`config.mk`:
```
export PLATFORM = sky130hd
export DESIGN_NAME = intr_halt_reg
export DESIGN_NICKNAME = d
export VERILOG_FILES = /design/src/rtl/intr_reg_pkg.sv /design/src/rtl/intr_status_bank.sv /design/src/rtl/intr_ctrl_reg.sv /design/src/rtl/intr_gate_or.sv /design/src/rtl/intr_halt_reg.sv
export SDC_FILE = /design/constraint.sdc
export NUM_CORES = 1
export LEC_CHECK = 0
export CORE_ASPECT_RATIO = 0.75
export CORE_UTILIZATION = 40
export CTS_CLUSTER_DIAMETER = 50
export DETAILED_ROUTE_END_ITERATION = 10
export GPL_ROUTABILITY_DRIVEN = 0
export GPL_TIMING_DRIVEN = 0
export PLACE_DENSITY = 0.77
export SETUP_SLACK_MARGIN = 0.1
export SYNTH_ARGS = -nofsm -noshare
export SYNTH_HDL_FRONTEND = slang
export SYNTH_SLANG_ARGS = --single-unit
```
`constraint.sdc`:
```
create_clock -name clk_i -period 1.53 [get_ports clk_i]
set_input_delay 0.459 -clock clk_i [delete_from_list [all_inputs] [get_ports clk_i]]
set_output_delay 0.459 -clock clk_i [all_outputs]
set_load 0.02 [all_outputs]
```
`src/rtl/intr_reg_pkg.sv`:
```
package intr_reg_pkg;
  // Register select on the write/read port
  typedef enum logic {
    SEL_STATUS = 1'b0,
    SEL_CTRL   = 1'b1
  } reg_sel_e;
endpackage

```
`src/rtl/intr_status_bank.sv`:
```
module intr_status_bank #(
  parameter int NUM_FIELDS = 4
) (
  input  logic                  clk_i,
  input  logic                  rst_ni,
  input  logic [NUM_FIELDS-1:0] hw_set_i,
  input  logic                  clr_we_i,
  input  logic [NUM_FIELDS-1:0] clr_bits_i,
  output logic [NUM_FIELDS-1:0] status_o
);
  logic [NUM_FIELDS-1:0] status_q, status_d;
  logic                  status_en;

  // Set beats clear: OR in the set pulses after clearing
  always_comb begin
    status_en = clr_we_i | (|hw_set_i);
    status_d  = (status_q & ~(clr_we_i ? clr_bits_i : '0)) | hw_set_i;
  end

  always_ff @(posedge clk_i or negedge rst_ni) begin
    if (!rst_ni)        status_q <= '0;
    else if (status_en) status_q <= status_d;
  end

  assign status_o = status_q;

  // a set pulse lands on the next edge
  p_set_lands_r2: assert property (@(posedge clk_i) disable iff (!rst_ni)
    (|hw_set_i) |=> ((status_q & $past(hw_set_i)) == $past(hw_set_i)));

  // no bit rises without a set pulse
  p_no_spurious_r2: assert property (@(posedge clk_i) disable iff (!rst_ni)
    (status_q & ~$past(status_q) & ~$past(hw_set_i)) == '0);

  // written ones clear, unless a set pulse coincides
  p_w1c_r3: assert property (@(posedge clk_i) disable iff (!rst_ni)
    (clr_we_i && |(clr_bits_i & ~hw_set_i))
      |=> ((status_q & $past(clr_bits_i & ~hw_set_i)) == '0));
endmodule

```
`src/rtl/intr_ctrl_reg.sv`:
```
module intr_ctrl_reg #(
  parameter int WIDTH = 16
) (
  input  logic             clk_i,
  input  logic             rst_ni,
  input  logic             we_i,
  input  logic [WIDTH-1:0] wdata_i,
  output logic [WIDTH-1:0] ctrl_o
);
  logic [WIDTH-1:0] ctrl_q, ctrl_d;

  always_comb ctrl_d = wdata_i;

  always_ff @(posedge clk_i or negedge rst_ni) begin
    if (!rst_ni)   ctrl_q <= '0;
    else if (we_i) ctrl_q <= ctrl_d;
  end

  assign ctrl_o = ctrl_q;

  // a control write is visible on the next edge
  p_ctrl_load_r4: assert property (@(posedge clk_i) disable iff (!rst_ni)
    we_i |=> (ctrl_q == $past(wdata_i)));
endmodule

```
`src/rtl/intr_gate_or.sv`:
```
module intr_gate_or #(
  parameter int                    NUM_FIELDS = 4,
  parameter logic [NUM_FIELDS-1:0] INV_SEL    = '0,
  parameter logic [NUM_FIELDS-1:0] POS_SEL    = '0
) (
  input  logic [NUM_FIELDS-1:0] status_i,
  input  logic [NUM_FIELDS-1:0] inv_i,
  input  logic [NUM_FIELDS-1:0] pos_i,
  output logic                  any_o
);
  logic [NUM_FIELDS-1:0] contrib;

  // Per field: inverted gate wins, then non-inverted gate, else raw bit
  always_comb begin
    for (int k = 0; k < NUM_FIELDS; k++) begin
      contrib[k] = status_i[k] &
                   (INV_SEL[k] ? ~inv_i[k] : (POS_SEL[k] ? pos_i[k] : 1'b1));
    end
  end

  assign any_o = |contrib;
endmodule

```
`src/rtl/intr_halt_reg.sv`:
```
module intr_halt_reg
  import intr_reg_pkg::*;
#(
  parameter int                    NUM_FIELDS = 4,
  parameter logic [NUM_FIELDS-1:0] MASK_SEL   = 4'b0011,
  parameter logic [NUM_FIELDS-1:0] EN_SEL     = 4'b0110,
  parameter logic [NUM_FIELDS-1:0] HMASK_SEL  = 4'b1000,
  parameter logic [NUM_FIELDS-1:0] HEN_SEL    = 4'b1001,
  localparam int                   DW         = 4 * NUM_FIELDS
) (
  input  logic                  clk_i,
  input  logic                  rst_ni,
  input  logic [NUM_FIELDS-1:0] hw_set_i,
  input  logic                  wr_en_i,
  input  logic                  wr_addr_i,
  input  logic [DW-1:0]         wr_data_i,
  input  logic                  rd_addr_i,
  output logic [DW-1:0]         rd_data_o,
  output logic                  intr_o,
  output logic                  halt_o
);
  localparam bit HALT_PRESENT = |(HMASK_SEL | HEN_SEL);

  logic [NUM_FIELDS-1:0] status;
  logic [DW-1:0]         ctrl;
  logic                  status_we, ctrl_we;

  assign status_we = wr_en_i && (reg_sel_e'(wr_addr_i) == SEL_STATUS);
  assign ctrl_we   = wr_en_i && (reg_sel_e'(wr_addr_i) == SEL_CTRL);

  intr_status_bank #(.NUM_FIELDS(NUM_FIELDS)) u_status (
    .clk_i      (clk_i),
    .rst_ni     (rst_ni),
    .hw_set_i   (hw_set_i),
    .clr_we_i   (status_we),
    .clr_bits_i (wr_data_i[NUM_FIELDS-1:0]),
    .status_o   (status)
  );

  intr_ctrl_reg #(.WIDTH(DW)) u_ctrl (
    .clk_i   (clk_i),
    .rst_ni  (rst_ni),
    .we_i    (ctrl_we),
    .wdata_i (wr_data_i),
    .ctrl_o  (ctrl)
  );

  intr_gate_or #(
    .NUM_FIELDS (NUM_FIELDS),
    .INV_SEL    (MASK_SEL),
    .POS_SEL    (EN_SEL)
  ) u_intr_gate (
    .status_i (status),
    .inv_i    (ctrl[NUM_FIELDS-1:0]),
    .pos_i    (ctrl[2*NUM_FIELDS-1:NUM_FIELDS]),
    .any_o    (intr_o)
  );

  generate
    if (HALT_PRESENT) begin : g_halt
      intr_gate_or #(
        .NUM_FIELDS (NUM_FIELDS),
        .INV_SEL    (HMASK_SEL),
        .POS_SEL    (HEN_SEL)
      ) u_halt_gate (
        .status_i (status),
        .inv_i    (ctrl[3*NUM_FIELDS-1:2*NUM_FIELDS]),
        .pos_i    (ctrl[4*NUM_FIELDS-1:3*NUM_FIELDS]),
        .any_o    (halt_o)
      );

      // halt never raised without a stored bit
      p_halt_needs_bit_r10: assert property (@(posedge clk_i) disable iff (!rst_ni)
        halt_o |-> (|status));
    end else begin : g_no_halt
      assign halt_o = 1'b0;
    end
  endgenerate

  always_comb begin
    if (reg_sel_e'(rd_addr_i) == SEL_CTRL) rd_data_o = ctrl;
    else rd_data_o = {{(DW-NUM_FIELDS){1'b0}}, status};
  end

  // interrupt never raised without a stored bit
  p_intr_needs_bit_r9: assert property (@(posedge clk_i) disable iff (!rst_ni)
    intr_o |-> (|status));
endmodule

```
==> flow_summary.toml <==
[hold_path]
hold_class = "in -> async"

[run]
maxCapViolations = 0

[die]
fp.dieW_um = 58.7
die_h_um = 44.5
core-area_um2 = 2290
rows = 15
dieArea_um2 = 2610
initial_core_util = 0.421
io_pins = 43

[timing]
holdWs_ps = 277
hold_violations = 0
max_freq_mhz = 587
grt_setup_unrepaired = "true"
tns_ps = -589
post-route-period-util = 1.11
setup_violations = 6
relSlewSlack = 0.384
maxSlewViolCount = 0
worst_pin_slew_ps = 923
clock_skew_ps = 0
layout_setup_ws_ps = -172
final.min_clock_period_ps = 1700

[finish]
n_fill_cell = 164
insertedDiodeCount = 0
drive_gt1_frac = 0.595
final_net_count = 158
fin_util = 0.738
areaGrowthSynthToFinish_pct = 75.1

[route]
drt_wl_total_um = 2340
vias = 772
remaining_drc_errors = 0
wl_per_cell_um = 14.2
first_iter_violations = 7
antenna_left = 0
via_per_inst = 4.68
first_pass_iters = 4

[placed_design]
pre_cts_ws_ps = -612
dp_hpwl_um = 1440
port_buffers = 41

[grt]
grt_usage = 0.191
grt_antenna_before_repair = 0
first_global_vias = 752
grt_max_degree = 21
overflow = 0
grt_pass1_wl_um = 3530

[power]
leakage_nw = 0.790
power_mw = 1.40
ir_worst_vdd_v = 0.000414
power.density_nw_per_um2 = 829

[synthesis]
synth_cell_types = 16
synth_nets = 97
ys_warn_count = 0
avgSynthCellArea_um2 = 13.4
synthCells = 72
ys_seq_elements = 20
synth.area.top_cells = "dfrtp_1 52%, mux2_4 16%, mux2_2 11%"
synth_top_area_cell = "dfrtp_1"
yosysSeqAreaShare = 0.519
synth_top_area_frac = 0.519
syn_area_um2 = 965

[worst_setup_path]
cp.arrival_ps = 1240
r2r-end = "u_ctrl.ctrl_o[12]"
reg2reg_depth = 4
rr_startpoint = "u_ctrl.ctrl_o[12]"
reg2reg_setup_slack_ps = 390
path_max_fanout = 3
worstPathRequired_ps = 1070
worstSetupPathType = "reg -> out"
crit_path_end_kind = "output pin"
critPathLaunchType = "register"

[clock_network]
cts_buffers = 3
clock_path_buffers = 2
clk_transition_reported_paths_ps = 100
cts_tree = "done"
clockRootBuffer = "clkbuf_4"
cts_sinks = 20
htree_levels = 1
worstSkewPairLatency_ps = 290

[outcome]
violations = "setup timing"
status = "finished with violations"
==> worst max path at each step <==
stage                          from      endpoint  slack [ps]  depth (start not counted)
3_3_place_gp              rd_addr_i  rd_data_o[6]        -610                          4
4_1_cts        u_status.status_o[1]        halt_o        -140                          4
2_1_floorplan             rd_addr_i  rd_data_o[0]          60                          2
6_report       u_status.status_o[1]        halt_o        -170                          4
3_5_place_dp              rd_addr_i  rd_data_o[3]        -610                          5
5_1_grt        u_status.status_o[1]        halt_o        -280                          4
==> cell families after synthesis <==
kind of cell           synth area share
AO/OA/AOI/OAI                    0.0545
buffers and inverters            0.0233
flip-flops                        0.519
multiplexers                      0.261
AND/OR/NAND/NOR                   0.143
==> metal layers <==
metal | up-vias | global-route usage | routed length, µm
met4 | 0 | 0.0429 | 14
met2 | 34 | 0.333 | 1170
met3 | 2 | 0.0760 | 176
met1 | 371 | 0.222 | 972
met5 | - | 0 | 0
li1 | 365 | - | -
==> cells in the final DEF, fill, tap and decap left out <==
cell             Yosys  routed
buf_6                1      21
clkdlybuf4s50_1      0      20
dfrtp_1             20      19
and2_4               0      12
mux2_4              10      11
buf_4                0      11
mux2_2               9       8
nand3b_1             4       4
a21o_1               4       4
clkbuf_4             0       3
buf_8                0       2
dlygate4sd2_1        0       2
clkbuf_16            0       1
inv_2                0       1
nand2_1              1       1
o21ai_2              0       1
a211oi_2             0       1
o21ai_1              0       1
nand2b_4             0       1
nand2b_1             2       1
a21oi_2              0       1
nand3_2              0       1
nand2_4              1       1
clkbuf_8             0       1
dlymetal6s2s_1       0       1
dfrtp_2              0       1
==> repair_timing <==
item,CTS,global route
gates resized for setup,127,10
endpoints found under the setup margin,28,18
hold buffers,0,0
cloned,2,0
setup buffers,7,6
pin swaps,10,7
==> flip-flops by register name, summed over array words and instances, names as in the netlist <==
name               count
u_ctrl.ctrl_o         16
u_status.status_o      4
==> critical path, cell delays in order, from the launching register on <==
cell and delay (ps):
dfrtp_1 400, buf_6 130, a211oi_2 140, o21ai_1 110, buf_4 170
==> cells in the mapped netlist <==
cell and count:
a21o_1 4, nand3_1 1, nand2_4 1, inv_1 1, a21oi_1 1, and2_1 12, dfrtp_1 20, o21ai_0 2
clkbuf_1 2, buf_6 1, nand2_1 1, a211oi_1 1, nand2b_1 2, mux2_4 10, mux2_2 9, nand3b_1 4
==> final cells by class <==
type / count / area (µm²) / share of cell area
Timing Repair Buffer: 56 / 567 / 0.336
Inverter: 1 / 3.75 / 0.00222
Tap cell: 34 / 42.5 / 0.0252
Multi-Input combinational cell: 48 / 500 / 0.296
Clock buffer: 3 / 22.5 / 0.0133
Buffer: 3 / 51.3 / 0.0304
Sequential cell: 20 / 502 / 0.297
==> report_power, final <==
group	switching (mW)	internal [mW]
Clock	0.145	0.0918
Combinational	0.179	0.341
Sequential	0.0473	0.596
Total	0.372	1.03
==> per-stage QoR <==
step                cell area, µm²  cells
global route                  1690    165
detailed placement            1440    147
global placement              1440    147
floorplan                      988     72
finish                        1690    165
CTS                           1620    159
Power figures use the tool's default switching activity.
